==> src/rtl/usb_irq_agg_pkg.sv <==
package usb_irq_agg_pkg;
  localparam int NUM_EP   = 6;
  localparam int NUM_COND = 11;

  // Condition vector positions
  localparam int C_EP0_OUT   = 0;
  localparam int C_EP0_IN    = 1;
  localparam int C_EP0_STALL = 2;
  localparam int C_EP1_IN    = 3;
  localparam int C_EP2_OUT   = 4;
  localparam int C_EP3_IN    = 5;
  localparam int C_EP3_UND   = 6;
  localparam int C_EP4_OUT   = 7;
  localparam int C_EP4_OVF   = 8;
  localparam int C_EP4_ISO   = 9;
  localparam int C_EP5_IN    = 10;

  // Conditions whose event is the falling edge
  localparam logic [NUM_COND-1:0] FALL_SEL = NUM_COND'(1) << C_EP0_IN;

  typedef struct packed {
    logic [NUM_EP-1:0] setReq;
    logic [NUM_EP-1:0] clrBits;
    logic              maskWr;
    logic [NUM_EP-1:0] maskData;
  } ctlStrobes_t;
endpackage

==> src/rtl/usb_irq_edge_det.sv <==
module usb_irq_edge_det #(
  parameter int WIDTH = 4,
  parameter logic [WIDTH-1:0] FALL_MASK = '0
) (
  input  logic             clk,
  input  logic             rstN,
  input  logic [WIDTH-1:0] lvl,
  output logic [WIDTH-1:0] pulse
);
  logic [WIDTH-1:0] prevQ;

  always_ff @(posedge clk) begin
    if (!rstN) prevQ <= '0;
    else       prevQ <= lvl;
  end

  for (genvar i = 0; i < WIDTH; i++) begin : g_bit
    if (FALL_MASK[i]) begin : g_fall
      assign pulse[i] = prevQ[i] & ~lvl[i];
    end else begin : g_rise
      assign pulse[i] = lvl[i] & ~prevQ[i];
    end
  end
endmodule

==> src/rtl/usb_irq_ctrl.sv <==
module usb_irq_ctrl
  import usb_irq_agg_pkg::*;
(
  input  logic                condPulse [NUM_COND],
  input  logic                regWrEn,
  input  logic                regAddr,
  input  logic [NUM_EP-1:0]   regWrData,
  output ctlStrobes_t         strobes
);
  logic wrStatus;
  logic wrMask;

  assign wrStatus = regWrEn & ~regAddr;
  assign wrMask   = regWrEn &  regAddr;

  always_comb begin
    strobes.setReq[0] = condPulse[C_EP0_OUT] | condPulse[C_EP0_IN] | condPulse[C_EP0_STALL];
    strobes.setReq[1] = condPulse[C_EP1_IN];
    strobes.setReq[2] = condPulse[C_EP2_OUT];
    strobes.setReq[3] = condPulse[C_EP3_IN] | condPulse[C_EP3_UND];
    strobes.setReq[4] = condPulse[C_EP4_OUT] | condPulse[C_EP4_OVF] | condPulse[C_EP4_ISO];
    strobes.setReq[5] = condPulse[C_EP5_IN];
    strobes.clrBits   = wrStatus ? regWrData : '0;
    strobes.maskWr    = wrMask;
    strobes.maskData  = regWrData;
  end
endmodule

==> src/rtl/usb_irq_datapath.sv <==
module usb_irq_datapath
  import usb_irq_agg_pkg::*;
(
  input  logic              clk,
  input  logic              rstN,
  input  ctlStrobes_t       strobes,
  input  logic              regAddr,
  output logic [NUM_EP-1:0] statusQ,
  output logic [NUM_EP-1:0] maskQ,
  output logic [NUM_EP-1:0] rdData,
  output logic              irqOut
);
  always_ff @(posedge clk) begin
    if (!rstN) begin
      statusQ <= '0;
      maskQ   <= '1;
    end else begin
      // a set in the same cycle overrides a clear
      statusQ <= (statusQ & ~strobes.clrBits) | (strobes.setReq & ~maskQ);
      if (strobes.maskWr) maskQ <= strobes.maskData;
    end
  end

  assign rdData = regAddr ? maskQ : statusQ;
  assign irqOut = |statusQ;
endmodule

==> src/rtl/usb_ep_irq_agg.sv <==
module usb_ep_irq_agg
  import usb_irq_agg_pkg::*;
(
  input  logic              clk,
  input  logic              rstN,
  input  logic              ep0OutReady,
  input  logic              ep0InReady,
  input  logic              ep0SentStall,
  input  logic              ep1InDone,
  input  logic              ep2OutReady,
  input  logic              ep3InDone,
  input  logic              ep3Underrun,
  input  logic              ep4OutReady,
  input  logic              ep4Overflow,
  input  logic              ep4IsoErr,
  input  logic              ep5InDone,
  input  logic              regWrEn,
  input  logic              regAddr,
  input  logic [NUM_EP-1:0] regWrData,
  output logic [NUM_EP-1:0] regRdData,
  output logic [NUM_EP-1:0] statusOut,
  output logic              irq
);
  logic [NUM_COND-1:0] condLvl;
  logic [NUM_COND-1:0] condEdge;
  logic                condPulse [NUM_COND];
  ctlStrobes_t         strobes;
  logic [NUM_EP-1:0]   maskQ;

  always_comb begin
    condLvl              = '0;
    condLvl[C_EP0_OUT]   = ep0OutReady;
    condLvl[C_EP0_IN]    = ep0InReady;
    condLvl[C_EP0_STALL] = ep0SentStall;
    condLvl[C_EP1_IN]    = ep1InDone;
    condLvl[C_EP2_OUT]   = ep2OutReady;
    condLvl[C_EP3_IN]    = ep3InDone;
    condLvl[C_EP3_UND]   = ep3Underrun;
    condLvl[C_EP4_OUT]   = ep4OutReady;
    condLvl[C_EP4_OVF]   = ep4Overflow;
    condLvl[C_EP4_ISO]   = ep4IsoErr;
    condLvl[C_EP5_IN]    = ep5InDone;
  end

  usb_irq_edge_det #(.WIDTH(NUM_COND), .FALL_MASK(FALL_SEL)) u_edge (
    .clk(clk), .rstN(rstN), .lvl(condLvl), .pulse(condEdge)
  );

  for (genvar k = 0; k < NUM_COND; k++) begin : g_unpack
    assign condPulse[k] = condEdge[k];
  end

  usb_irq_ctrl u_ctrl (
    .condPulse(condPulse), .regWrEn(regWrEn), .regAddr(regAddr),
    .regWrData(regWrData), .strobes(strobes)
  );

  usb_irq_datapath u_dp (
    .clk(clk), .rstN(rstN), .strobes(strobes), .regAddr(regAddr),
    .statusQ(statusOut), .maskQ(maskQ), .rdData(regRdData), .irqOut(irq)
  );
endmodule

==> config.mk <==
export PLATFORM = sky130hd
export DESIGN_NAME = usb_ep_irq_agg
export DESIGN_NICKNAME = d
export VERILOG_FILES = /design/src/rtl/usb_irq_agg_pkg.sv /design/src/rtl/usb_irq_edge_det.sv /design/src/rtl/usb_irq_ctrl.sv /design/src/rtl/usb_irq_datapath.sv /design/src/rtl/usb_ep_irq_agg.sv
export SDC_FILE = /design/constraint.sdc
export NUM_CORES = 1
export LEC_CHECK = 0
export ABC_CLOCK_PERIOD_IN_PS = 2200
export BUFFER_PORTS_ARGS = -buffer_cell sky130_fd_sc_hd__clkbuf_2
export CAP_MARGIN = 10
export CORE_MARGIN = 1
export CORE_UTILIZATION = 44
export DETAILED_ROUTE_END_ITERATION = 12
export PLACE_DENSITY_LB_ADDON = 0.08
export SYNTH_ARGS = -nofsm -noshare
export SYNTH_HDL_FRONTEND = slang
export SYNTH_SLANG_ARGS = --single-unit
==> constraint.sdc <==
create_clock -name clk -period 2.2 [get_ports clk]
set_clock_uncertainty 0.05 [all_clocks]
set_input_delay 0.11 -clock clk [delete_from_list [all_inputs] [get_ports clk]]
set_output_delay 0.11 -clock clk [all_outputs]
set_load 0.05 [all_outputs]
=== Word level (Yosys, flattened, before mapping) ===
Cells that the tools add are included.

* Bits in registers: 23
* Input bits: 21
* Output and inout bits: 13
* Word-level logic and storage cells: 41

* Muxes and demuxes: 2
* Bitwise operators: 35
* Reduce and logical (&&, ||, !) cells: 1

{| class="wikitable"
|+ Operators with widths
! cell !! number
|-
| bitwise AND 1 bit || 13
|-
| bitwise AND 6 bit || 2
|-
| 2-to-1 mux 6 bit || 2
|-
| inverter 1 bit || 12
|-
| inverter 6 bit || 2
|-
| bitwise OR 6 bit || 1
|-
| OR reduction 6 bit || 1
|-
| bitwise OR 1 bit || 5
|}

=== Longest topological paths before layout ===
* Word-level depth: 6
* Gate-level depth with buffers: 5
* Gate-level depth less buffers: 3

=== Cells and area by module ===
A second synthesis with hierarchy kept.

* Cell total of the unflattened synthesis: 108
* Area total of the unflattened synthesis: 1094.8 um^2

{| class="wikitable"
|+ By module, submodules not included
! module !! instances !! cells each !! area an instance (um^2)
|-
| usb_irq_datapath || 1 || 54 || 573.0
|-
| usb_irq_edge_det || 1 || 34 || 369.1
|-
| usb_irq_ctrl || 1 || 20 || 152.6
|}

=== Least setup slack after synthesis ===
No wires, ideal clock.

* Kind: reg2out
* Start: reg u_dp.statusQ[1]
* End: out irq
* Data arrival time: 1.128 ns
* Data required time: 2.040 ns
* Slack: 0.912 ns
* Cell stages (with the launch flop): 3
* Path buffers: 0
* Cell sequence: dfxtp_1 -> nor4_1 -> nand2_1

* Cells in the longest elaborated chain, start to end: 1

{| class="wikitable"
|+ Ends and longest elaborated chain
! element !! RTL line !! text
|-
| start, declared || usb_irq_datapath.sv:8 || <nowiki>output logic [NUM_EP-1:0] statusQ,</nowiki>
|-
| start signal, assigned || usb_irq_datapath.sv:19 || <nowiki>statusQ <= (statusQ & ~strobes.clrBits) | (strobes.setReq & ~maskQ);</nowiki>
|-
| OR reduction 6 bit || usb_irq_datapath.sv:25 || <nowiki>assign irqOut = |statusQ;</nowiki>
|-
| end, declared || usb_ep_irq_agg.sv:22 || <nowiki>output logic irq</nowiki>
|}

Every way passes these cells.

=== Final worst setup path ===
Same ends and word-level chain as after synthesis.

==> results.toml <==
[outcome]
status = "finished, final reports clean"

[floorplanning]
dieArea_mm2 = 0.002283
initial_core_util_pct = 47.00
chipHeight_um = 47.78
io_pins = 34
num_rows = 16
core_mm2 = 0.001962
die_x_um = 47.78

[synthesis]
synthTopCellsByCount = "dfxtp_1, nand2_1, and2_1"
ys_warn_count = 0
synth_area_um2 = 922.1
synth-seq-area-share_pct = 49.93
synth_edf_count = 0
yosysMostFrequentCell = "dfxtp_1"
postSynthAreaPerCell_um2 = 9.810
synthArstFlopShare_pct = 0
ys.flop_type = "dfxtp_1"
synth_cells = 94
synthDistinctLibCells = 16
synthTopCellsByArea = "dfxtp_1, and2_1, mux2_2"
ys_seq_elements = 23
synth_top_cell_area_share_pct = 49.93
yosysTopAreaCell = "dfxtp_1"
synthesis.nets = 115

[power_and_ir_drop]
p_seq_share_pct = 53.9
p_sw_uw = 252.4
power.internal_uw = 589.5
power_density_mw_per_mm2 = 654.6
p_comb_share_pct = 24.4
clkPwrFrac_pct = 21.7
swShare_pct = 29.98
p_leak_uw = 0.0006007
vdd_ir_drop_max_uv = 393.5

[global_route]
grt_pass1_vias = 716
grt_pass1_wl_um = 2835
track_usage_pct = 17.52
antenna_found_initial = 0
grt_max_degree = 24
grt_overflow = 0

[placed_design]
port_buffers = 33
hpwlAfterDp_um = 1246
placedCellCount = 150
gp_congestion = 0.6541

[setup_path]
critical_path.n_buffers_inverters = 1
criticalPathCategory = "flip-flop to output pin"
critPathMaxStageDelay_ns = 0.35
worstPathArrival_ns = 1.31
cp.required_ns = 2.04
start_kind = "flip-flop"
cp_max_fo = 4
critical_path.top_delay_family = "simple AND/OR/NAND/NOR gates"
timing.critical_path.slowest_stage_cell = "dfxtp_1"
cp_cell_sequence = "nor4_1 > nand2_1 > clkbuf_2"
endpoint_kind = "output pin"

[timing]
setup-tns-final_ns = 0
period_minus_slack_ns = 1.474
hold_viol_final = 0
worst_pin_slew_ns = 0.3993
fin_crit_sh_pct = 67.01
maxSlewViolCount = 0
relSlewSlack_pct = 73.38
fmax_mhz = 678.3
rsz0062_at_grt = "false"
setup_violations = 0

[clock_tree]
insertion_delay_ns = 0.30
post-cts-setup-buffer-count = 0
cts_buffers = 3
h-tree-depth = 1
cts.sink_count = 23
clk_pin_slew_ns = 0.12
ctsRootBufferMaster = "clkbuf_4"
cts_buffer_depth = 2
cts_tree = "yes"

[job]
drv_cap = 0

[route]
drt_pre_antenna_iters = 4
via_per_inst = 4.632
ant_nets = 0
drc_errors = 0
routed_wl_um = 1793
wl_per_cell_um = 10.49
initialDrtViolationCount = 6
num_vias = 792

[layout]
num-nets-final = 166
area_delta_synth_final_pct = 39.48
diodes = 0
drive_gt1_share_pct = 30.56
fillCellCount = 171
fin_cells = 171

[hold_path]
hold_path.class = "input port to flip-flop"
-- worst reg2reg max path: stages (launching register included) --
cell and delay, ns:
dfxtp_1 0.31, nand2b_1 0.12, a31oi_1 0.17, o21a_1 0.12
-- per-layer routing --
layer	wire, µm	GRT usage (%)	part of all wire (%)	vias up
li1	-	-	-	416
met1	866	22.76	48	352
met2	846	29.19	47	22
met3	71	2.642	4.0	2
met4	9	6.667	0.50	0
met5	0	0	0	-
-- power by group through the flow --
| stage | Combinational, µW | Clock [µW] | Sequential, µW |
|---|---|---|---|
| 6_report | 205 | 183 | 454 |
| 5_1_grt | 222 | 215 | 457 |
| 4_1_cts | 206 | 192 | 454 |
| 3_5_place_dp | 183 | 0 | 463 |
| 3_3_place_gp | 181 | 0 | 462 |
| 2_1_floorplan | 119 | 0 | 479 |
-- state kept, by name, indices dropped and copies added, names as in the netlist --
name,cells
u_dp.statusQ,6
u_dp.maskQ,6
u_edge.prevQ,11
-- placed cells by master (no fill, tap or decap) --
| cell | instances |
|---|---|
| nor3b_1 | 3 |
| nand2_1 | 14 |
| dlygate4sd3_1 | 17 |
| mux2_2 | 6 |
| nand3_1 | 6 |
| nor2_1 | 1 |
| and2_1 | 12 |
| a21boi_1 | 6 |
| dfxtp_1 | 23 |
| a21oi_1 | 1 |
| clkinv_2 | 1 |
| nor2b_4 | 1 |
| clkbuf_2 | 33 |
| nor4_1 | 1 |
| a31oi_1 | 2 |
| clkbuf_4 | 3 |
| nand2b_1 | 8 |
| o21a_1 | 6 |
-- path summary, 6_finish.rpt --
check | cells after the start | slack [ns] | to | from
max | 3 | 0.73 | irq | u_dp.statusQ[1]
min | 2 | 0.19 | u_dp.maskQ[3] | rstN
max reg2reg | 3 | 1.38 | u_dp.statusQ[0] | u_edge.prevQ[2]
min reg2reg | 2 | 0.44 | u_dp.maskQ[3] | u_dp.maskQ[3]
-- layout make-up --
type	count	area, µm²	area share (%)
Tap cell	27	33.78	2.626
Multi-Input combinational cell	67	429.2	33.37
Clock inverter	1	5.005	0.3891
Timing Repair Buffer	50	335.3	26.07
Sequential cell	23	460.4	35.80
Clock buffer	3	22.52	1.751
-- cell families after synthesis --
logic type      Yosys count  share of synthesized area [%]
simple gates             46                          27.54
flops                    23                          49.93
compound gates           15                          11.67
mux                       6                          7.326
buf+inv                   4                          3.528
-- stage by stage --
stage	power (µW)	worst slack, ns	hold WS (ns)	utilization, %	instance area [µm²]
4_1_cts	851.9	0.7270	0.00009442	65.05	1276
5_1_grt	894.4	0.6585	0.2166	65.56	1286
2_1_floorplan	598.4	0.9117	0.1817	-	922.1
3_5_place_dp	646.1	1.073	0.2792	55.48	1089
3_3_place_gp	643.5	1.063	0.2752	55.48	1089
6_report	841.9	0.7257	0.1904	65.56	1286
-- timing repair --
action / 4_1_cts / 5_1_grt
hold buffers: 16 / 1
resized for setup: 0 / 0
hold endpoints to repair: 16 / 1
(Power assumes the default switching activity.)
